### config.mk
export PLATFORM = sky130hd
export DESIGN_NAME = icw_window
export DESIGN_NICKNAME = d
export VERILOG_FILES = /design/src/rtl/icw_pkg.sv /design/src/rtl/icw_decode.sv /design/src/rtl/icw_lane.sv /design/src/rtl/icw_window.sv
export SDC_FILE = /design/constraint.sdc
export NUM_CORES = 1
export LEC_CHECK = 0
export BUFFER_PORTS_ARGS = -buffer_cell sky130_fd_sc_hd__buf_2
export CAP_MARGIN = 0
export CORE_ASPECT_RATIO = 0.9
export CORE_MARGIN = 3
export CORE_UTILIZATION = 30
export DETAILED_ROUTE_END_ITERATION = 10
export HOLD_SLACK_MARGIN = 0.08
export SETUP_SLACK_MARGIN = 0.4
export SYNTH_ARGS = -nofsm -noshare
export SYNTH_HDL_FRONTEND = slang
export SYNTH_SLANG_ARGS = --single-unit
### constraint.sdc
create_clock -name clk -period 2.4 [get_ports clk]
set_clock_uncertainty 0.2 [all_clocks]
set_input_delay 0.24 -clock clk [delete_from_list [all_inputs] [get_ports clk]]
set_output_delay 0.24 -clock clk [all_outputs]
set_load 0.05 [all_outputs]
### src/rtl/icw_pkg.sv
package icw_pkg;
    typedef enum logic [1:0] {
        ST_IDLE  = 2'd0,
        ST_ISSUE = 2'd1,
        ST_DONE  = 2'd2
    } icw_state_e;

    typedef enum logic [1:0] {
        WIN_NONE = 2'd0,
        WIN_PTR  = 2'd1,
        WIN_CFG  = 2'd2,
        WIN_IO   = 2'd3
    } icw_win_e;

    localparam logic [1:0] SZ_BYTE = 2'd0;
    localparam logic [1:0] SZ_HALF = 2'd1;
endpackage

### src/rtl/icw_decode.sv
module icw_decode
    import icw_pkg::*;
#(
    parameter int ADDR_W = 12,
    parameter int LW = 2,
    parameter logic [ADDR_W-1:0] PTR_OFS = 12'h064,
    parameter logic [ADDR_W-1:0] CFG_OFS = 12'h068,
    parameter logic [ADDR_W-1:0] IO_OFS  = 12'h06C
) (
    input  logic [ADDR_W-LW-1:0] word_addr,
    output icw_win_e             sel
);
    always_comb begin
        if (word_addr == PTR_OFS[ADDR_W-1:LW])      sel = WIN_PTR;
        else if (word_addr == CFG_OFS[ADDR_W-1:LW]) sel = WIN_CFG;
        else if (word_addr == IO_OFS[ADDR_W-1:LW])  sel = WIN_IO;
        else                                        sel = WIN_NONE;
    end
endmodule

### src/rtl/icw_lane.sv
module icw_lane
    import icw_pkg::*;
#(
    parameter int DATA_W = 32,
    localparam int LANES = DATA_W / 8,
    localparam int LW = $clog2(LANES)
) (
    input  logic [1:0]        size,
    input  logic [LW-1:0]     lo,
    input  logic [DATA_W-1:0] wdata_in,
    input  logic [DATA_W-1:0] rdata_in,
    output logic [LANES-1:0]  be,
    output logic [DATA_W-1:0] wdata_out,
    output logic [DATA_W-1:0] rdata_out
);
    logic [LW-1:0]     lane;
    logic [LW+2:0]     shamt;
    logic [DATA_W-1:0] mask;

    always_comb begin
        if (size == SZ_BYTE) begin
            lane = lo;
            be   = LANES'(1) << lane;
            mask = DATA_W'(8'hFF);
        end else if (size == SZ_HALF) begin
            lane = {lo[LW-1:1], 1'b0};
            be   = LANES'(2'b11) << lane;
            mask = DATA_W'(16'hFFFF);
        end else begin
            lane = '0;
            be   = '1;
            mask = '1;
        end
        shamt     = {lane, 3'b000};
        wdata_out = (wdata_in & mask) << shamt;
        rdata_out = (rdata_in >> shamt) & mask;
    end
endmodule

### src/rtl/icw_window.sv
module icw_window
    import icw_pkg::*;
#(
    parameter int ADDR_W = 12,
    parameter int DATA_W = 32,
    parameter int PORT_W = 16,
    parameter logic [ADDR_W-1:0] PTR_OFS = 12'h064,
    parameter logic [ADDR_W-1:0] CFG_OFS = 12'h068,
    parameter logic [ADDR_W-1:0] IO_OFS  = 12'h06C,
    localparam int LANES = DATA_W / 8,
    localparam int LW = $clog2(LANES)
) (
    input  logic              clk,
    input  logic              rst,
    input  logic              h_req,
    input  logic              h_we,
    input  logic [1:0]        h_size,
    input  logic [ADDR_W-1:0] h_addr,
    input  logic [DATA_W-1:0] h_wdata,
    output logic              h_ready,
    output logic [DATA_W-1:0] h_rdata,
    output logic              d_req,
    output logic              d_io,
    output logic              d_we,
    output logic [DATA_W-1:0] d_addr,
    output logic [LANES-1:0]  d_be,
    output logic [DATA_W-1:0] d_wdata,
    input  logic              d_ack,
    input  logic              d_err,
    input  logic [DATA_W-1:0] d_rdata
);
    icw_state_e        state, nxt;
    icw_win_e          sel;
    logic [DATA_W-1:0] ptr_q;
    logic [DATA_W-1:0] rdata_q;
    logic [LANES-1:0]  be_c;
    logic [DATA_W-1:0] wsh_c;
    logic [DATA_W-1:0] ext_c;
    logic [DATA_W-1:0] ext_src;
    logic [DATA_W-1:0] cfg_tok;
    logic [DATA_W-1:0] io_tok;

    icw_decode #(
        .ADDR_W(ADDR_W), .LW(LW),
        .PTR_OFS(PTR_OFS), .CFG_OFS(CFG_OFS), .IO_OFS(IO_OFS)
    ) u_dec (
        .word_addr(h_addr[ADDR_W-1:LW]),
        .sel      (sel)
    );

    // Read source: downstream data while a cycle is open, pointer otherwise.
    assign ext_src = (state == ST_ISSUE) ? d_rdata : ptr_q;

    icw_lane #(.DATA_W(DATA_W)) u_lane (
        .size     (h_size),
        .lo       (h_addr[LW-1:0]),
        .wdata_in (h_wdata),
        .rdata_in (ext_src),
        .be       (be_c),
        .wdata_out(wsh_c),
        .rdata_out(ext_c)
    );

    assign cfg_tok = {ptr_q[DATA_W-1:2], 2'b00};
    assign io_tok  = DATA_W'(ptr_q[PORT_W-1:0]);

    // State register
    always_ff @(posedge clk) begin
        if (rst) state <= ST_IDLE;
        else     state <= nxt;
    end

    // Next state: launch / local / ack / retire
    always_comb begin
        nxt = state;
        unique case (state)
            ST_IDLE: begin
                if (h_req) begin
                    if (sel == WIN_CFG || sel == WIN_IO) nxt = ST_ISSUE;
                    else                                 nxt = ST_DONE;
                end
            end
            ST_ISSUE: if (d_ack) nxt = ST_DONE;
            ST_DONE:  nxt = ST_IDLE;
            default:  nxt = ST_IDLE;
        endcase
    end

    // Outputs decoded from state
    always_comb begin
        d_req   = (state == ST_ISSUE);
        h_ready = (state == ST_DONE);
        h_rdata = rdata_q;
    end

    // Datapath captures
    always_ff @(posedge clk) begin
        if (rst) begin
            ptr_q   <= '0;
            rdata_q <= '0;
            d_io    <= 1'b0;
            d_we    <= 1'b0;
            d_addr  <= '0;
            d_be    <= '0;
            d_wdata <= '0;
        end else begin
            if (state == ST_IDLE && h_req) begin
                unique case (sel)
                    WIN_CFG, WIN_IO: begin
                        d_io    <= (sel == WIN_IO);
                        d_we    <= h_we;
                        d_addr  <= (sel == WIN_IO) ? io_tok : cfg_tok;
                        d_be    <= be_c;
                        d_wdata <= wsh_c;
                    end
                    WIN_PTR: begin
                        if (h_we) begin
                            for (int i = 0; i < LANES; i++)
                                if (be_c[i]) ptr_q[8*i +: 8] <= wsh_c[8*i +: 8];
                        end
                        rdata_q <= ext_c;
                    end
                    default: rdata_q <= '0;
                endcase
            end
            if (state == ST_ISSUE && d_ack)
                rdata_q <= d_err ? '1 : ext_c;
        end
    end
endmodule

== After elaboration in Yosys (flattened, before gate mapping) ==
Cells that the tools add are included.

* Memory bits (read-only): 0
* Word-level logic and storage cells: 62
* Bits of input ports: 84
* Bits in latches: 0
* Memories: 0
* Output and inout port bits: 104
* RAM bits: 0
* Bits in registers: 136

* Shifts and indexed selects: 4
* Multiplexer cells: 19
* Multipliers: 0
* Add/sub/neg operators: 0
* Bitwise gates (word level): 2
* Equal/unequal tests: 12
* Div/mod/pow operators: 0
* Magnitude comparators: 0
* Reduce and logical (&&, ||, !) cells: 14

{| class="wikitable"
|+ Operator list
! kind !! count
|-
| 32-bit 2-to-1 mux || 7
|-
| 32-bit bitwise AND || 2
|-
| 32-bit case mux with 2 select lines || 1
|-
| 32-bit by 5-bit << shifter with 32-bit output || 1
|-
| 32-bit by 5-bit >> shifter with 32-bit output || 1
|-
| 10-bit by 5-bit == test with 1-bit output, second input constant || 3
|-
| 2-bit 2-to-1 mux || 8
|-
| 4-bit AND reduction || 4
|-
| 4-bit 2-to-1 mux || 2
|-
| 2-bit by 1-bit == test with 1-bit output, second input constant || 3
|-
| 2-bit == test, second input constant || 3
|-
| 2-bit AND reduction || 3
|-
| 2-bit zero test || 2
|-
| 2-bit != test, second input constant || 2
|-
| 2-bit case mux with 2 select lines || 1
|-
| 1-bit by 2-bit << shifter with 4-bit output, first input constant || 1
|-
| 2-bit by 2-bit << shifter with 4-bit output, first input constant || 1
|-
| 1-bit logical AND || 2
|-
| 2-bit by 1-bit != test with 1-bit output, second input constant || 1
|-
| 2-bit nonzero test || 1
|-
| 2-bit OR reduction || 1
|-
| 1-bit logical OR || 1
|}

== Depth between registers and ports, before layout ==
* Depth after elaboration: 9
* Mapped depth: 8
* Gate-level depth less buffers: 6

== By module ==
Synthesis repeated with hierarchy kept, for this count alone.

* Cells, all modules: 864
* Area, all modules: 6852.8 um^2

{| class="wikitable"
|+ By module, submodules not included
! module !! cells an instance !! instances !! seq. area each (um^2) !! area each (um^2)
|-
| icw_window || 691 || 1 || 2722.6 || 5851.9
|-
| icw_lane || 167 || 1 || 0.0 || 964.7
|-
| icw_decode || 6 || 1 || 0.0 || 36.3
|}

== Worst setup path before layout ==
Ideal clock, no wire load.

* Kind: register -> register
* From: reg state[1]
* To: reg rdata_q[23], in the netlist h_rdata[23]
* Library setup time: 0.128 ns
* Path buffers: 2
* Path slack: 0.503 ns
* Clock period less this slack: 1.897 ns
* Data arrival time: 1.569 ns
* Required time: 2.072 ns
* Cell stages (with the launch flop): 9
* Path through: dfxtp_1 nand2b_1 buf_4 inv_2 buf_2 mux2i_1 o21ai_0 a22oi_1 nor2_1

* Longest elaborated chain between the ends: 7
* Elaborated cells on any way between the ends: 14
* Those cells by class: eq/ne (2); shift (1); mux (5); bitwise (1); reduce/logical (5)

{| class="wikitable"
|+ RTL lines
! item !! line !! RTL
|-
| start, declared || icw_window.sv:32 || <nowiki>icw_state_e state, nxt;</nowiki>
|-
| start signal, assigned || icw_window.sv:70 || <nowiki>else state <= nxt;</nowiki>
|-
| 2-bit by 1-bit == test with 1-bit output * || -- ||
|-
| named net d_req || icw_window.sv:22 || <nowiki>output logic d_req,</nowiki>
|-
| 32-bit 2-to-1 mux || icw_window.sv:52 || <nowiki>assign ext_src = (state == ST_ISSUE) ? d_rdata : ptr_q;</nowiki>
|-
| 32-bit by 5-bit >> shifter with 32-bit output || icw_lane.sv:36 || <nowiki>rdata_out = (rdata_in >> shamt) & mask;</nowiki>
|-
| 32-bit bitwise AND || icw_lane.sv:36 ||
|-
| 32-bit case mux with 2 select lines || icw_window.sv:108 || <nowiki>unique case (sel)</nowiki>
|-
| 32-bit 2-to-1 mux || icw_window.sv:107 || <nowiki>if (state == ST_IDLE && h_req) begin</nowiki>
|-
| 32-bit 2-to-1 mux || icw_window.sv:126 || <nowiki>if (state == ST_ISSUE && d_ack)</nowiki>
|-
| end signal, assigned || icw_window.sv:121 || <nowiki>rdata_q <= ext_c;</nowiki>
|-
| end signal, assigned || icw_window.sv:127 || <nowiki>rdata_q <= d_err ? '1 : ext_c;</nowiki>
|-
| end, declared || icw_window.sv:35 || <nowiki>logic [DATA_W-1:0] rdata_q;</nowiki>
|}

The timed path passes the listed nets; every way through them passes the cells marked *. The select of a mux whose other input is x is not followed.
A chain may end at the register's enable or synchronous reset.

== Final worst setup path ==
* From: reg state[1]
* To: reg rdata_q[4], in the netlist h_rdata[4]

* Longest elaborated chain between the ends: 7
* Elaborated cells on any way between the ends: 14
* Those cells by class: eq/ne (2); shift (1); mux (5); bitwise (1); reduce/logical (5)

{| class="wikitable"
|+ RTL lines
! item !! line
|-
| 2-bit by 1-bit == test with 1-bit output || icw_window.sv:52, icw_window.sv:126
|-
| 32-bit 2-to-1 mux || icw_window.sv:52
|-
| 32-bit by 5-bit >> shifter with 32-bit output || icw_lane.sv:36
|-
| 32-bit bitwise AND || icw_lane.sv:36
|-
| 32-bit case mux with 2 select lines || icw_window.sv:108
|-
| 32-bit 2-to-1 mux || icw_window.sv:107
|-
| 32-bit 2-to-1 mux || icw_window.sv:126
|}

Parallel ways exist; a longest one is shown, timed or not. The select of a mux whose other input is x is not followed.

==> results.cfg <==
[cells_and_area]
drive_gt1_frac = 0.291
fill_cells = 2012
seqCellArea_um2 = 2720
syn_to_final_growth_pct = 35.0
diodes = 0
fin_area_um2 = 8030
multiInputGateArea_um2 = 3030
nets = 996

[synth]
syn_area_per_cell_um2 = 8.30
synth_fp_nets = 801
synthTopCellsByArea = dfxtp_1 46%, mux2i_1 9.9%, nand2_1 9.0%
synth_most_common_cell = nand2_1
synth_top_cell_by_area = dfxtp_1
yosys-top-cells-count = 142 x nand2_1, 136 x dfxtp_1, 80 x a21oi_1, 62 x nor2_1, 59 x mux2i_1
synthArstFlopShare = 0
ys_seq_elements = 136
syn_area_um2 = 5950
synth_top_area_frac = 0.458
yosys_warnings = 0
synth.yosys.seq_area_share = 0.458
synth_cell_type_count = 42
synth_ff_type = dfxtp_1
synth_cells = 717
synth_edf_count = 0

[clocking]
clk_latency_ns = 0.42
clkSinkCount = 136
clk_path_buf_depth = 2
h-tree-depth = 4
clk_pin_slew_ns = 0.06
cts_made_buffers = 17
cts_tree = done
root_buffer = clkbuf_16

[routing]
routedWlPerCell_um = 19.5
viasPerCell = 5.19
ant_nets = 0
drc_errors = 0
first_iter_violations = 532
routed_wl_um = 22900
vias = 6093
dr.pass1.iters = 5

[outcome]
status = complete, no violations

[setup_path]
critPathMaxFanout = 13
critPathTopFamily = multiplexers
cpPeakStageDelay_ns = 0.45
cp_cell_sequence = nand2b_1 > inv_4 > buf_12 > mux2i_1 > o22ai_1 > nor3_1 > o21ai_0
cp.required_ns = 2.49
crit_arrival_ns = 2.09
cp_num_buf_inv = 2
cp_slowest_cell = mux2i_1
critPathCaptureType = flip-flop
cp-start-kind = flip-flop
setup.worst_path.class = reg -> reg

[global_route]
grt_usage = 0.208
grt_max_degree = 73
grt_pass1_vias = 5880
antenna_found_initial = 0
grt_pass1_wl_um = 34800
gr-total-overflow = 0

[pwr]
p_leak_nw = 3.48
pwr-share-clk = 0.502
pwr-share-comb = 0.067
swShare = 0.244
powerDensity_nw_per_um2 = 653
p_switching_mw = 1.28
internal_power_mw = 3.96
peakVddDrop_mv = 0.453
pwr-share-seq = 0.431

[sta]
final_max_slew_viol_count = 0
setup_viol_count_final = 0
max_freq_mhz = 501
hold_viol = 0
slew_headroom = 0.631
final.min_clock_period_ns = 2.00
finalCritPeriodShare = 0.832
tns_ns = 0
worstMarginPinSlew_ns = 0.553
rsz0062_at_grt = true

[die]
die-area_um2 = 21600
die_y_um = 140
io_pins = 188
core_um2 = 19300
num_rows = 48
initial_core_util = 0.308
die_x_um = 154

[placement]
postPlaceCellArea_um2 = 7170
dp.final_hpwl_um = 17000
io_buffers = 187
place.gp.congestion = 0.887

[run]
cap_viol_max_count = 0

[hold_path]
holdCritPathClass = in -> reg
-- kinds of logic (layout without fill, tap and decap cells) --
logic type / Yosys count / count (layout) / share of synthesized area
and+or+nand+nor: 275 / 275 / 0.212
buffers and inverters: 59 / 267 / 0.0459
DFF: 136 / 136 / 0.458
AOI/OAI and AO/OA: 188 / 188 / 0.185
muxes: 59 / 59 / 0.0993
-- state kept, by name (all words and copies together) (netlist names) --
name and flops:
d_addr 32, d_be 4, d_io 1, d_wdata 32, d_we 1, h_rdata 32, ptr_q 32, state 2
-- worst reg2reg max path, delay by kind of cell (launching register included) --
family                 cells  cell delay [ns]
muxes                      1             0.45
and+or+nand+nor            2             0.44
DFF                        1             0.34
buffers and inverters      2             0.23
AOI/OAI and AO/OA          2             0.22
-- final timing paths --
check	startpoint	to	slack (ns)	cells past startpoint
max	state[1]	h_rdata[4]	0.40	7
min	h_wdata[31]	ptr_q[31]	0.10	4
max reg2reg	state[1]	h_rdata[4]	0.40	7
min reg2reg	d_addr[22]	d_addr[22]	0.25	2
-- per-layer routing --
metal | up-vias | global-route usage | wire length [µm]
li1 | 2892 | - | -
met1 | 2849 | 0.288 | 10000
met2 | 317 | 0.309 | 9950
met3 | 35 | 0.0631 | 2350
met4 | 0 | 0.0706 | 597
met5 | - | 0 | 0
-- placed cells by master, fill, tap and decap left out, types with 4 or more instances in the layout --
cell type	netlist	layout
a21oi_1	80	80
a22o_1	21	21
a22oi_1	16	16
buf_12	0	4
buf_2	10	185
buf_4	8	27
clkbuf_16	0	17
clkinvlp_4	0	4
dfxtp_1	136	136
dlygate4sd3_1	0	16
inv_6	0	5
mux2i_1	59	51
mux2i_2	0	5
nand2_1	142	142
nand3_1	20	20
nand3b_1	18	18
nor2_1	62	62
nor2b_1	4	4
nor3_1	8	5
nor3_2	1	4
o21ai_0	52	51
o221ai_1	5	5
o22ai_1	8	8
-- timing repair --
action	CTS	global route
endpoints found under the setup margin	23	46
resized for setup	3	16
setup buffers	3	0
hold buffers	16	0
gates cloned	0	0
endpoints found under the hold margin	33	0
-- power groups by stage --
stage,logic [mW],clock network [mW],registers (mW)
after floorplan,0.144,0,2.31
final,0.351,2.64,2.26
after global placement,0.323,0,2.31
after global routing,0.372,2.78,2.26
after detailed placement,0.321,0,2.31
after CTS,0.343,2.67,2.26
-- metrics by stage --
stage	instances	hold slack [ns]	utilization	setup slack [ns]	power, mW
floorplan	717	0.180	-	0.503	2.45
global route	1175	0.107	0.415	0.329	5.42
global placement	1124	0.236	0.371	0.283	2.63
CTS	1175	0.0920	0.412	0.438	5.28
finish	1175	0.104	0.415	0.404	5.25
detailed placement	1124	0.241	0.371	0.290	2.63
-- final cells by class --
type                       instances  area share
multi-input combinational        522       0.377
sequential                       136       0.339
timing repair buffer             232       0.170
clock buffer                      20      0.0556
tap                              250      0.0389
clock inverter                    12      0.0173
inverter                           3     0.00171
Power figures use the tool's default switching activity.
